==> src/rtl/uart_irq_pkg.sv <==
package uart_irq_pkg;
   localparam int NSRC = 7;

   // source rank, 0 is the highest
   typedef enum int {
      SRC_LINE    = 0,
      SRC_TIMEOUT = 1,
      SRC_RXDATA  = 2,
      SRC_TX      = 3,
      SRC_MODEM   = 4,
      SRC_XOFF    = 5,
      SRC_FLOW    = 6
   } src_e;

   // bits 5:1 of the identification byte for a source
   function automatic logic [4:0] src_field(int idx);
      case (idx)
         SRC_LINE:    return 5'h03;
         SRC_TIMEOUT: return 5'h06;
         SRC_RXDATA:  return 5'h02;
         SRC_TX:      return 5'h01;
         SRC_MODEM:   return 5'h00;
         SRC_XOFF:    return 5'h08;
         default:     return 5'h10;
      endcase
   endfunction

   function automatic int rx_threshold(logic [1:0] sel, int depth);
      case (sel)
         2'd0:    return 8;
         2'd1:    return 16;
         2'd2:    return depth - 8;
         default: return depth - 4;
      endcase
   endfunction

   function automatic int tx_threshold(logic [1:0] sel, int depth);
      case (sel)
         2'd0:    return 8;
         2'd1:    return 16;
         2'd2:    return 32;
         default: return depth - 8;
      endcase
   endfunction
endpackage

==> src/rtl/uart_irq_trig.sv <==
module uart_irq_trig import uart_irq_pkg::*; #(
   parameter int DEPTH     = 64,
   parameter bit HAS_DRAIN = 1'b1,
   localparam int LVL_W    = $clog2(DEPTH + 1)
) (
   input  logic             fifo_en,
   input  logic [1:0]       rx_trig_sel,
   input  logic [1:0]       tx_trig_sel,
   input  logic             tx_drain_mode,
   input  logic [LVL_W-1:0] rx_level,
   input  logic [LVL_W-1:0] tx_level,
   input  logic             tx_shift_empty,
   output logic             rx_hit,
   output logic             rx_nonempty,
   output logic             tx_cond,
   output logic             tx_empty,
   output logic             tx_full
);
   logic [LVL_W-1:0] tx_free;
   logic             tx_space_ok;
   logic             tx_normal;

   assign tx_free     = LVL_W'(DEPTH) - tx_level;
   assign rx_nonempty = (rx_level != '0);
   assign tx_empty    = (tx_level == '0);
   assign tx_full     = (tx_level == LVL_W'(DEPTH));

   always_comb begin
      if (fifo_en)
         rx_hit = (int'(rx_level) >= rx_threshold(rx_trig_sel, DEPTH));
      else
         rx_hit = rx_nonempty;
   end

   assign tx_space_ok = (int'(tx_free) >= tx_threshold(tx_trig_sel, DEPTH));
   assign tx_normal   = fifo_en ? tx_space_ok : tx_empty;

   generate
      if (HAS_DRAIN) begin : g_drain
         assign tx_cond = tx_drain_mode ? (tx_empty & tx_shift_empty) : tx_normal;
      end else begin : g_nodrain
         logic unused_drain;
         assign unused_drain = tx_drain_mode ^ tx_shift_empty;
         assign tx_cond = tx_normal;
      end
   endgenerate
endmodule

==> src/rtl/uart_irq_evlatch.sv <==
module uart_irq_evlatch #(
   parameter int NEV = 8
) (
   input  logic           clk,
   input  logic           rst_n,
   input  logic [NEV-1:0] set,
   input  logic [NEV-1:0] clr,
   output logic [NEV-1:0] q
);
   generate
      for (genvar g = 0; g < NEV; g++) begin : g_bit
         always_ff @(posedge clk or negedge rst_n) begin
            if (!rst_n)
               q[g] <= 1'b0;
            else if (set[g])
               q[g] <= 1'b1;
            else if (clr[g])
               q[g] <= 1'b0;
         end
      end
   endgenerate
endmodule

==> src/rtl/uart_irq_prio.sv <==
module uart_irq_prio import uart_irq_pkg::*; #(
   parameter int N = NSRC
) (
   input  logic [N-1:0] req,
   output logic [N-1:0] grant,
   output logic [4:0]   field,
   output logic         pending
);
   always_comb begin
      grant   = '0;
      field   = 5'h00;
      pending = |req;
      for (int i = N - 1; i >= 0; i--) begin
         if (req[i]) begin
            grant    = '0;
            grant[i] = 1'b1;
            field    = src_field(i);
         end
      end
   end
endmodule

==> src/rtl/uart_irq_ident.sv <==
module uart_irq_ident import uart_irq_pkg::*; #(
   parameter int DEPTH     = 64,
   parameter bit HAS_DRAIN = 1'b1,
   localparam int LVL_W    = $clog2(DEPTH + 1),
   localparam int NEV      = 8
) (
   input  logic             clk,
   input  logic             rst_n,
   input  logic [5:0]       irq_en,
   input  logic             fifo_en,
   input  logic [1:0]       rx_trig_sel,
   input  logic [1:0]       tx_trig_sel,
   input  logic             tx_drain_mode,
   input  logic [LVL_W-1:0] rx_level,
   input  logic [LVL_W-1:0] tx_level,
   input  logic             tx_shift_empty,
   input  logic             err_overrun,
   input  logic             err_parity,
   input  logic             err_framing,
   input  logic             err_break,
   input  logic             rx_fifo_err,
   input  logic             rx_timeout,
   input  logic             modem_evt,
   input  logic             xoff_evt,
   input  logic             flow_evt,
   input  logic             iir_rd,
   input  logic             lsr_rd,
   input  logic             msr_rd,
   input  logic             rx_rd,
   input  logic             thr_wr,
   output logic [7:0]       iir,
   output logic             irq,
   output logic [7:0]       lsr,
   output logic [7:0]       ssr
);
   generate
      if (DEPTH < 16 || (DEPTH & (DEPTH - 1)) != 0) begin : g_bad_depth
         $error("uart_irq_ident: DEPTH must be a power of two of at least 16");
      end
   endgenerate

   // event slots
   localparam int EV_OVR = 0, EV_PAR = 1, EV_FRM = 2, EV_BRK = 3;
   localparam int EV_TMO = 4, EV_MDM = 5, EV_XOF = 6, EV_FLW = 7;

   logic            rx_hit, rx_nonempty, tx_cond, tx_empty, tx_full;
   logic [NEV-1:0]  ev_set, ev_clr, ev_q;
   logic [NSRC-1:0] req, grant;
   logic [4:0]      field;
   logic            pending;
   logic            tx_arm, tx_arm_q, tx_pend;

   uart_irq_trig #(.DEPTH(DEPTH), .HAS_DRAIN(HAS_DRAIN)) u_trig (
      .fifo_en        (fifo_en),
      .rx_trig_sel    (rx_trig_sel),
      .tx_trig_sel    (tx_trig_sel),
      .tx_drain_mode  (tx_drain_mode),
      .rx_level       (rx_level),
      .tx_level       (tx_level),
      .tx_shift_empty (tx_shift_empty),
      .rx_hit         (rx_hit),
      .rx_nonempty    (rx_nonempty),
      .tx_cond        (tx_cond),
      .tx_empty       (tx_empty),
      .tx_full        (tx_full)
   );

   assign ev_set = {flow_evt, xoff_evt, modem_evt, rx_timeout,
                    err_break, err_framing, err_parity, err_overrun};

   always_comb begin
      ev_clr         = '0;
      ev_clr[EV_OVR] = lsr_rd;
      ev_clr[EV_PAR] = lsr_rd;
      ev_clr[EV_FRM] = lsr_rd;
      ev_clr[EV_BRK] = lsr_rd;
      ev_clr[EV_TMO] = rx_rd | ~rx_nonempty;
      ev_clr[EV_MDM] = msr_rd;
      ev_clr[EV_XOF] = iir_rd & grant[SRC_XOFF];
      ev_clr[EV_FLW] = iir_rd & grant[SRC_FLOW];
   end

   uart_irq_evlatch #(.NEV(NEV)) u_ev (
      .clk   (clk),
      .rst_n (rst_n),
      .set   (ev_set),
      .clr   (ev_clr),
      .q     (ev_q)
   );

   // transmit source: raised on entry into the enabled condition
   assign tx_arm = irq_en[1] & tx_cond;

   always_ff @(posedge clk or negedge rst_n) begin
      if (!rst_n) begin
         tx_arm_q <= 1'b0;
         tx_pend  <= 1'b0;
      end else begin
         tx_arm_q <= tx_arm;
         if (!tx_arm)
            tx_pend <= 1'b0;
         else if (!tx_arm_q)
            tx_pend <= 1'b1;
         else if (thr_wr || (iir_rd && grant[SRC_TX]))
            tx_pend <= 1'b0;
      end
   end

   always_comb begin
      req              = '0;
      req[SRC_LINE]    = irq_en[2] & (|ev_q[EV_BRK:EV_OVR]);
      req[SRC_TIMEOUT] = irq_en[0] & ev_q[EV_TMO];
      req[SRC_RXDATA]  = irq_en[0] & rx_hit;
      req[SRC_TX]      = irq_en[1] & tx_pend;
      req[SRC_MODEM]   = irq_en[3] & ev_q[EV_MDM];
      req[SRC_XOFF]    = irq_en[4] & ev_q[EV_XOF];
      req[SRC_FLOW]    = irq_en[5] & ev_q[EV_FLW];
   end

   uart_irq_prio #(.N(NSRC)) u_prio (
      .req     (req),
      .grant   (grant),
      .field   (field),
      .pending (pending)
   );

   assign iir = {fifo_en, fifo_en, field, ~pending};
   assign irq = pending;
   assign lsr = {rx_fifo_err, tx_empty & tx_shift_empty, tx_empty,
                 ev_q[EV_BRK], ev_q[EV_FRM], ev_q[EV_PAR], ev_q[EV_OVR],
                 rx_nonempty};
   assign ssr = {7'b0, tx_full};
endmodule

==> config.mk <==
export PLATFORM = sky130hd
export DESIGN_NAME = uart_irq_ident
export DESIGN_NICKNAME = d
export VERILOG_FILES = /design/src/rtl/uart_irq_pkg.sv /design/src/rtl/uart_irq_trig.sv /design/src/rtl/uart_irq_evlatch.sv /design/src/rtl/uart_irq_prio.sv /design/src/rtl/uart_irq_ident.sv
export SDC_FILE = /design/constraint.sdc
export NUM_CORES = 1
export LEC_CHECK = 0
export CAP_MARGIN = 15
export CORE_MARGIN = 2
export CORE_UTILIZATION = 33
export CTS_CLUSTER_DIAMETER = 80
export DETAILED_ROUTE_END_ITERATION = 8
export GPL_TIMING_DRIVEN = 0
export PLACE_DENSITY = 0.77
export SETUP_SLACK_MARGIN = 0.2
export SYNTH_ARGS = -nofsm -noshare
export SYNTH_HDL_FRONTEND = slang
export SYNTH_HIERARCHICAL = 1
export SYNTH_SLANG_ARGS = --single-unit
==> constraint.sdc <==
create_clock -name clk -period 2.6 [get_ports clk]
set_input_delay 0.52 -clock clk [delete_from_list [all_inputs] [get_ports clk]]
set_output_delay 0.52 -clock clk [all_outputs]
set_load 0.005 [all_outputs]
======== Word-level counts from Yosys, hierarchy flattened ========
Index checks and enable logic that the tools add are counted.
storage, ports and cells
  bits in latches ......................... 0
  register bits after elaboration ......... 10
  memory bits (writable) .................. 0
  memories kept ........................... 0
  memory bits (read-only) ................. 0
  logic and storage cells ................. 85
cells by class
  bitwise gates (word level) .............. 14
  muxes and demuxes ....................... 36
  equality and inequality tests ........... 6
  $mul .................................... 0
  reduce and logical (&&, ||, !) cells .... 16
  divide/modulo/power cells ............... 0
  $add $sub $neg .......................... 1
  order comparisons ....................... 2
  shifts and indexed selects .............. 0
operators by type and width
  operator               number
  $mux W7                7
  $pmux W6 S3            2
  $mux W5                7
  $ge A8 B32 Y1          1
  $mux W32               1
  $mux W1                19
  $reduce_bool A2 Y1     8
  $and A1 B1 Y1          11
  $eq A7 B7 Y1 const B   1
  $ge A7 B6 Y1           1
  $logic_not A7 Y1       1
  $reduce_bool A7 Y1     1
  $reduce_or A7 Y1       1
  $sub A7 B7 Y7 const A  1
  $eq A2 B1 Y1 const B   2
  $eq A2 B2 Y1 const B   2
  $logic_not A2 Y1       2
  $reduce_or A4 Y1       1
  $ne A3 B2 Y1 const B   1
  $not A1 Y1             2
  $logic_and A1 B1 Y1    1
  $logic_or A1 B1 Y1     1
  $or A1 B1 Y1           1

======== Logic depth before layout (Yosys ltp) ========
  depth after elaboration ................. 14
  mapped depth ............................ 12
  depth with buffers taken out ............ 11

======== Cells and area by module ========
The synthesis kept the hierarchy.
modules (own cells, without submodules)
  module            times used  area each (um^2)  cells each  sequential area each (um^2)
  uart_irq_trig     1           375.4             50          0.0
  uart_irq_evlatch  1           290.3             24          200.2
  uart_irq_ident    1           254.0             32          50.0
  uart_irq_prio     1           127.6             17          0.0

======== Worst setup path after synthesis ========
Ideal clock, no wire load.
  path type ............................... input-to-reg
  start point ............................. input tx_level[3]
  end point ............................... register tx_pend
  path slack .............................. -0.175 ns
  setup time .............................. 0.084 ns
  stages on the path ...................... 9
  arrival time ............................ 2.691 ns
  path through ............................ or4_1 buf_2 nand2_1 ha_1 or4b_2 a311o_1 o211ai_1 and2_1 a21boi_0
on the way
  cells in the longest elaborated chain, start to end .. 6
RTL lines
  element                                                   RTL line               text
  from (decl)                                               uart_irq_ident.sv:15   input logic [LVL_W-1:0] tx_level,
  $sub A7 B7 Y7                                             uart_irq_trig.sv:23    assign tx_free = LVL_W'(DEPTH) - tx_level;
  $ge A7 B6 Y1                                              uart_irq_trig.sv:35    assign tx_space_ok = (int'(tx_free) >= tx_threshold(tx_trig_sel, DEPTH));
  $mux W1                                                   uart_irq_trig.sv:36    assign tx_normal = fifo_en ? tx_space_ok : tx_empty;
  $mux W1 *                                                 uart_irq_trig.sv:40    assign tx_cond = tx_drain_mode ? (tx_empty & tx_shift_empty) : tx_normal;
  via tx_cond                                               uart_irq_ident.sv:46   logic rx_hit, rx_nonempty, tx_cond, tx_empty, tx_full;
  $and A1 B1 Y1 *                                           uart_irq_ident.sv:92   assign tx_arm = irq_en[1] & tx_cond;
  via tx_arm                                                uart_irq_ident.sv:51   logic tx_arm, tx_arm_q, tx_pend;
  $ne A3 B2 Y1 (no line) / $mux W1 (equally long branches)  --
  to (signal assigned)                                      uart_irq_ident.sv:97   tx_pend <= 1'b0;
  to (signal assigned)                                      uart_irq_ident.sv:101  tx_pend <= 1'b0;
  to (signal assigned)                                      uart_irq_ident.sv:103  tx_pend <= 1'b1;
  to (decl)                                                 uart_irq_ident.sv:51
The timed path passes the listed nets; every way through them passes the cells marked *.
A chain may end at the register's enable or synchronous reset.

======== Final worst setup path ========
  start point ............................. input rx_trig_sel[0]
  end point ............................... output iir[5]
on the way
  cells in the longest elaborated chain, start to end .. 9
RTL lines
  element                               RTL line               text
  from (decl)                           uart_irq_ident.sv:11   input logic [1:0] rx_trig_sel,
  $eq A2 B2 Y1 (tied with other cells)  uart_irq_pkg.sv:29     case (sel)
  $pmux W6 S3 *                         uart_irq_pkg.sv:29
  $mux W32 *                            uart_irq_trig.sv:29    if (fifo_en)
  $ge A8 B32 Y1 *                       uart_irq_trig.sv:30    rx_hit = (int'(rx_level) >= rx_threshold(rx_trig_sel, DEPTH));
  $mux W1 *                             uart_irq_trig.sv:29
  via rx_hit                            uart_irq_ident.sv:46
  $and A1 B1 Y1 *                       uart_irq_ident.sv:113  req[SRC_RXDATA] = irq_en[0] & rx_hit;
  via req[2]                            uart_irq_ident.sv:48   logic [NSRC-1:0] req, grant;
  $mux W5 * (3 in a row)                uart_irq_prio.sv:14    if (req[i]) begin
  to (decl)                             uart_irq_ident.sv:31   output logic [7:0] iir,
The timed path passes the listed nets; every way through them passes the cells marked *. The select of a mux whose other input is x is not followed.

==> results.tsv <==
metric	value	unit
status	finished, violations left	
violated checks	negative setup slack	
end of the worst register-to-register path	u_ev/q[7]$_DFFE_PN0P_	
data required time at the worst endpoint	2.08	ns
Net count, final	263	
clock tree from TritonCTS	yes	
Final Cycle Share	111.0	%
total of buffers placed on input and output ports	59	
Max Clock Freq	346.7	MHz
Diodes inserted	0	
setup-violating endpoint count in the final report	8	
number of cells in the design after placement	217	
setup repair after global routing missed its margin	yes	
effective utilization at floorplan	33.99	%
combined area of all synthesized cells	1012	sq um
root buffer cell	clkbuf_4	
share of post-route cells with drive strength above 1	44.50	%
Worst Setup Start Kind	primary input	
M3 GR Usage	1.747	%
vias in the first global route	1157	
final instance count without filler cells	242	
met1 track demand over resource in global routing	16.22	%
Die H	59.39	um
slowest stage cell on the critical path	or4b_4	
synthesis-to-layout area growth	102.8	%
num ports	68	
total number of yosys warnings	6	
clk buf depth	2	
maxcap violations	0	
Cells after Synth	119	
GRT met2 Usage	36.89	%
final routed wire length divided by cell count	13.16	um
end point of the worst hold path	tx_pend$_DFFE_PN0P_	
maximum clock skew at final layout	0.002066	ns
slack of the worst reg-to-reg path	0.47	ns
maximum number of pins on one net before global-route repair	11	
Core Rows	20	
Bufs and invs on worst path	4	
Final Max Tran Viols	0	
count of vias placed by the detailed router	1118	
post-layout minimum cycle time	2.885	ns
GRT Overall Usage	17.81	%
routability cong.	0.7375	
Inserted Clock Buffers	3	
Hold Fails Final Rpt	0	
drt via density	4.620	
endpoint kind of the worst setup timing path	primary output	
Avg Inst Size Synth	8.506	sq um
cell depth of the worst hold path	1	
antenna violations before repair	0	
area of the core	2978	sq um
power density relative to cell area	269.2	nW/um^2
antenna violation net count after detailed routing	0	
Worst Slack Setup Final	-0.2847	ns
classification of the worst setup path	in2out	
GRT Max-Usage Layer	met2	
Top cell by count, worst path	buf_6	
DRT Wirelength	3.185	mm
first-pass detailed-route iteration total	4	
source-to-sink clock delay at the later pin of the worst-skew pair	0.26	ns
HPWL Detailed	2.137	mm
1st-iter DRT viols	24	
start point of the worst min-delay path	tx_arm_q$_DFF_PN0_	
Reg clk slew, reported paths	0.07	ns
Num Clock Sinks	10	
worst-path maximum fanout	4	
floorplan die area	3527	sq um
CTS HTree Levels	1	
die width	59.39	um
post-route total power	552.7	uW
Pleak	0.0009653	uW
class of the most critical hold timing path	reg2reg	
maximum vdd ir drop	0.0001204	V
remaining design rule violation count	0	
reg-to-reg critical path startpoint	u_ev/q[1]$_DFFE_PN0P_	
final global-route overflow total	0	
Top Family by Delay on Critical Path	simple AND/OR/NAND/NOR gates	
r2r worst-path depth	10	
# hold bufs at CTS	0	
global-route wire length before repair	4.719	mm
maximum cell stage delay along the critical path	0.53	ns
cell-by-cell listing of the critical path	buf_8 -> buf_6 -> nor2_2 -> ha_2 -> or4b_4 -> o221a_1 -> and2_4 -> nor3_4 -> buf_6 -> and4b_1 -> buf_2	
arrival time of the worst setup path	2.36	ns
-- layer usage --
metal,vias to the layer above,routed length [um]
met2,45,1793
met5,-,0
met4,0,104
li1,567,-
met3,10,171
met1,496,1116
-- repair_timing --
action,in CTS,in global routing
pin swaps,20,14
resized for setup,116,16
setup endpoints to repair,15,14
setup buffers,17,4
-- worst register-to-register path, cell delays in order (launching register included) --
cell     delay (ns)
dfrtp_1        0.39
o41a_1         0.51
nor3_4         0.24
buf_6          0.13
and4b_1        0.20
buf_4          0.12
buf_6          0.08
buf_6          0.07
and2_4         0.12
inv_2          0.02
a21o_1         0.13
-- through the flow --
step	utilization, %	setup WS, ns	TNS (ns)	hold WS [ns]	cell area (sq um)
2_1_floorplan	-	0.06871	0	0.2244	1054
3_3_place_gp	56.60	-1.008	-8.382	0.4027	1685
3_5_place_dp	56.60	-1.042	-8.910	0.4070	1685
4_1_cts	65.92	-0.3194	-1.381	0.4234	1963
5_1_grt	68.95	-0.3377	-1.818	0.4347	2053
6_report	68.95	-0.2847	-1.360	0.4198	2053
-- state kept, by name, summed over array words and instances (netlist names) --
name      count
u_ev/q        8
tx_arm_q      1
tx_pend       1
-- cell type report --
| class | count | area (sq um) |
|---|---|---|
| Fill cell | 234 | 924.6 |
| Multi-Input combinational cell | 85 | 784.5 |
| Timing Repair Buffer | 80 | 757.0 |
| Sequential cell | 10 | 250.2 |
| Buffer | 16 | 131.4 |
| Inverter | 14 | 52.55 |
| Tap cell | 33 | 41.29 |
| Clock buffer | 4 | 36.28 |
-- cell usage in the layout, fill, tap and decap left out, types with 6 or more instances in the layout --
cell / instances
nor2_1: 6
inv_1: 10
buf_6: 22
clkdlybuf4s50_1: 35
and2_1: 7
buf_4: 22
a21o_1: 8
buf_2: 8
conb_1: 7
dfrtp_1: 10
-- worst max-delay path by stage --
stage,start,end,slack [ns],depth (start not counted)
floorplan,rx_trig_sel[0],iir[5],0.07,8
global placement,rx_trig_sel[1],iir[5],-1.01,9
detailed placement,rx_trig_sel[1],iir[5],-1.04,9
CTS,rx_trig_sel[0],iir[5],-0.32,11
global route,rx_trig_sel[0],iir[5],-0.34,11
finish,rx_trig_sel[0],iir[5],-0.28,11
-- where the power goes --
part	internal, uW	switching [uW]
Sequential	164	5.38
Combinational	155	89.6
Clock	84.9	53.4
Total	404	148
Note: power is estimated with default switching activity, not from simulation.
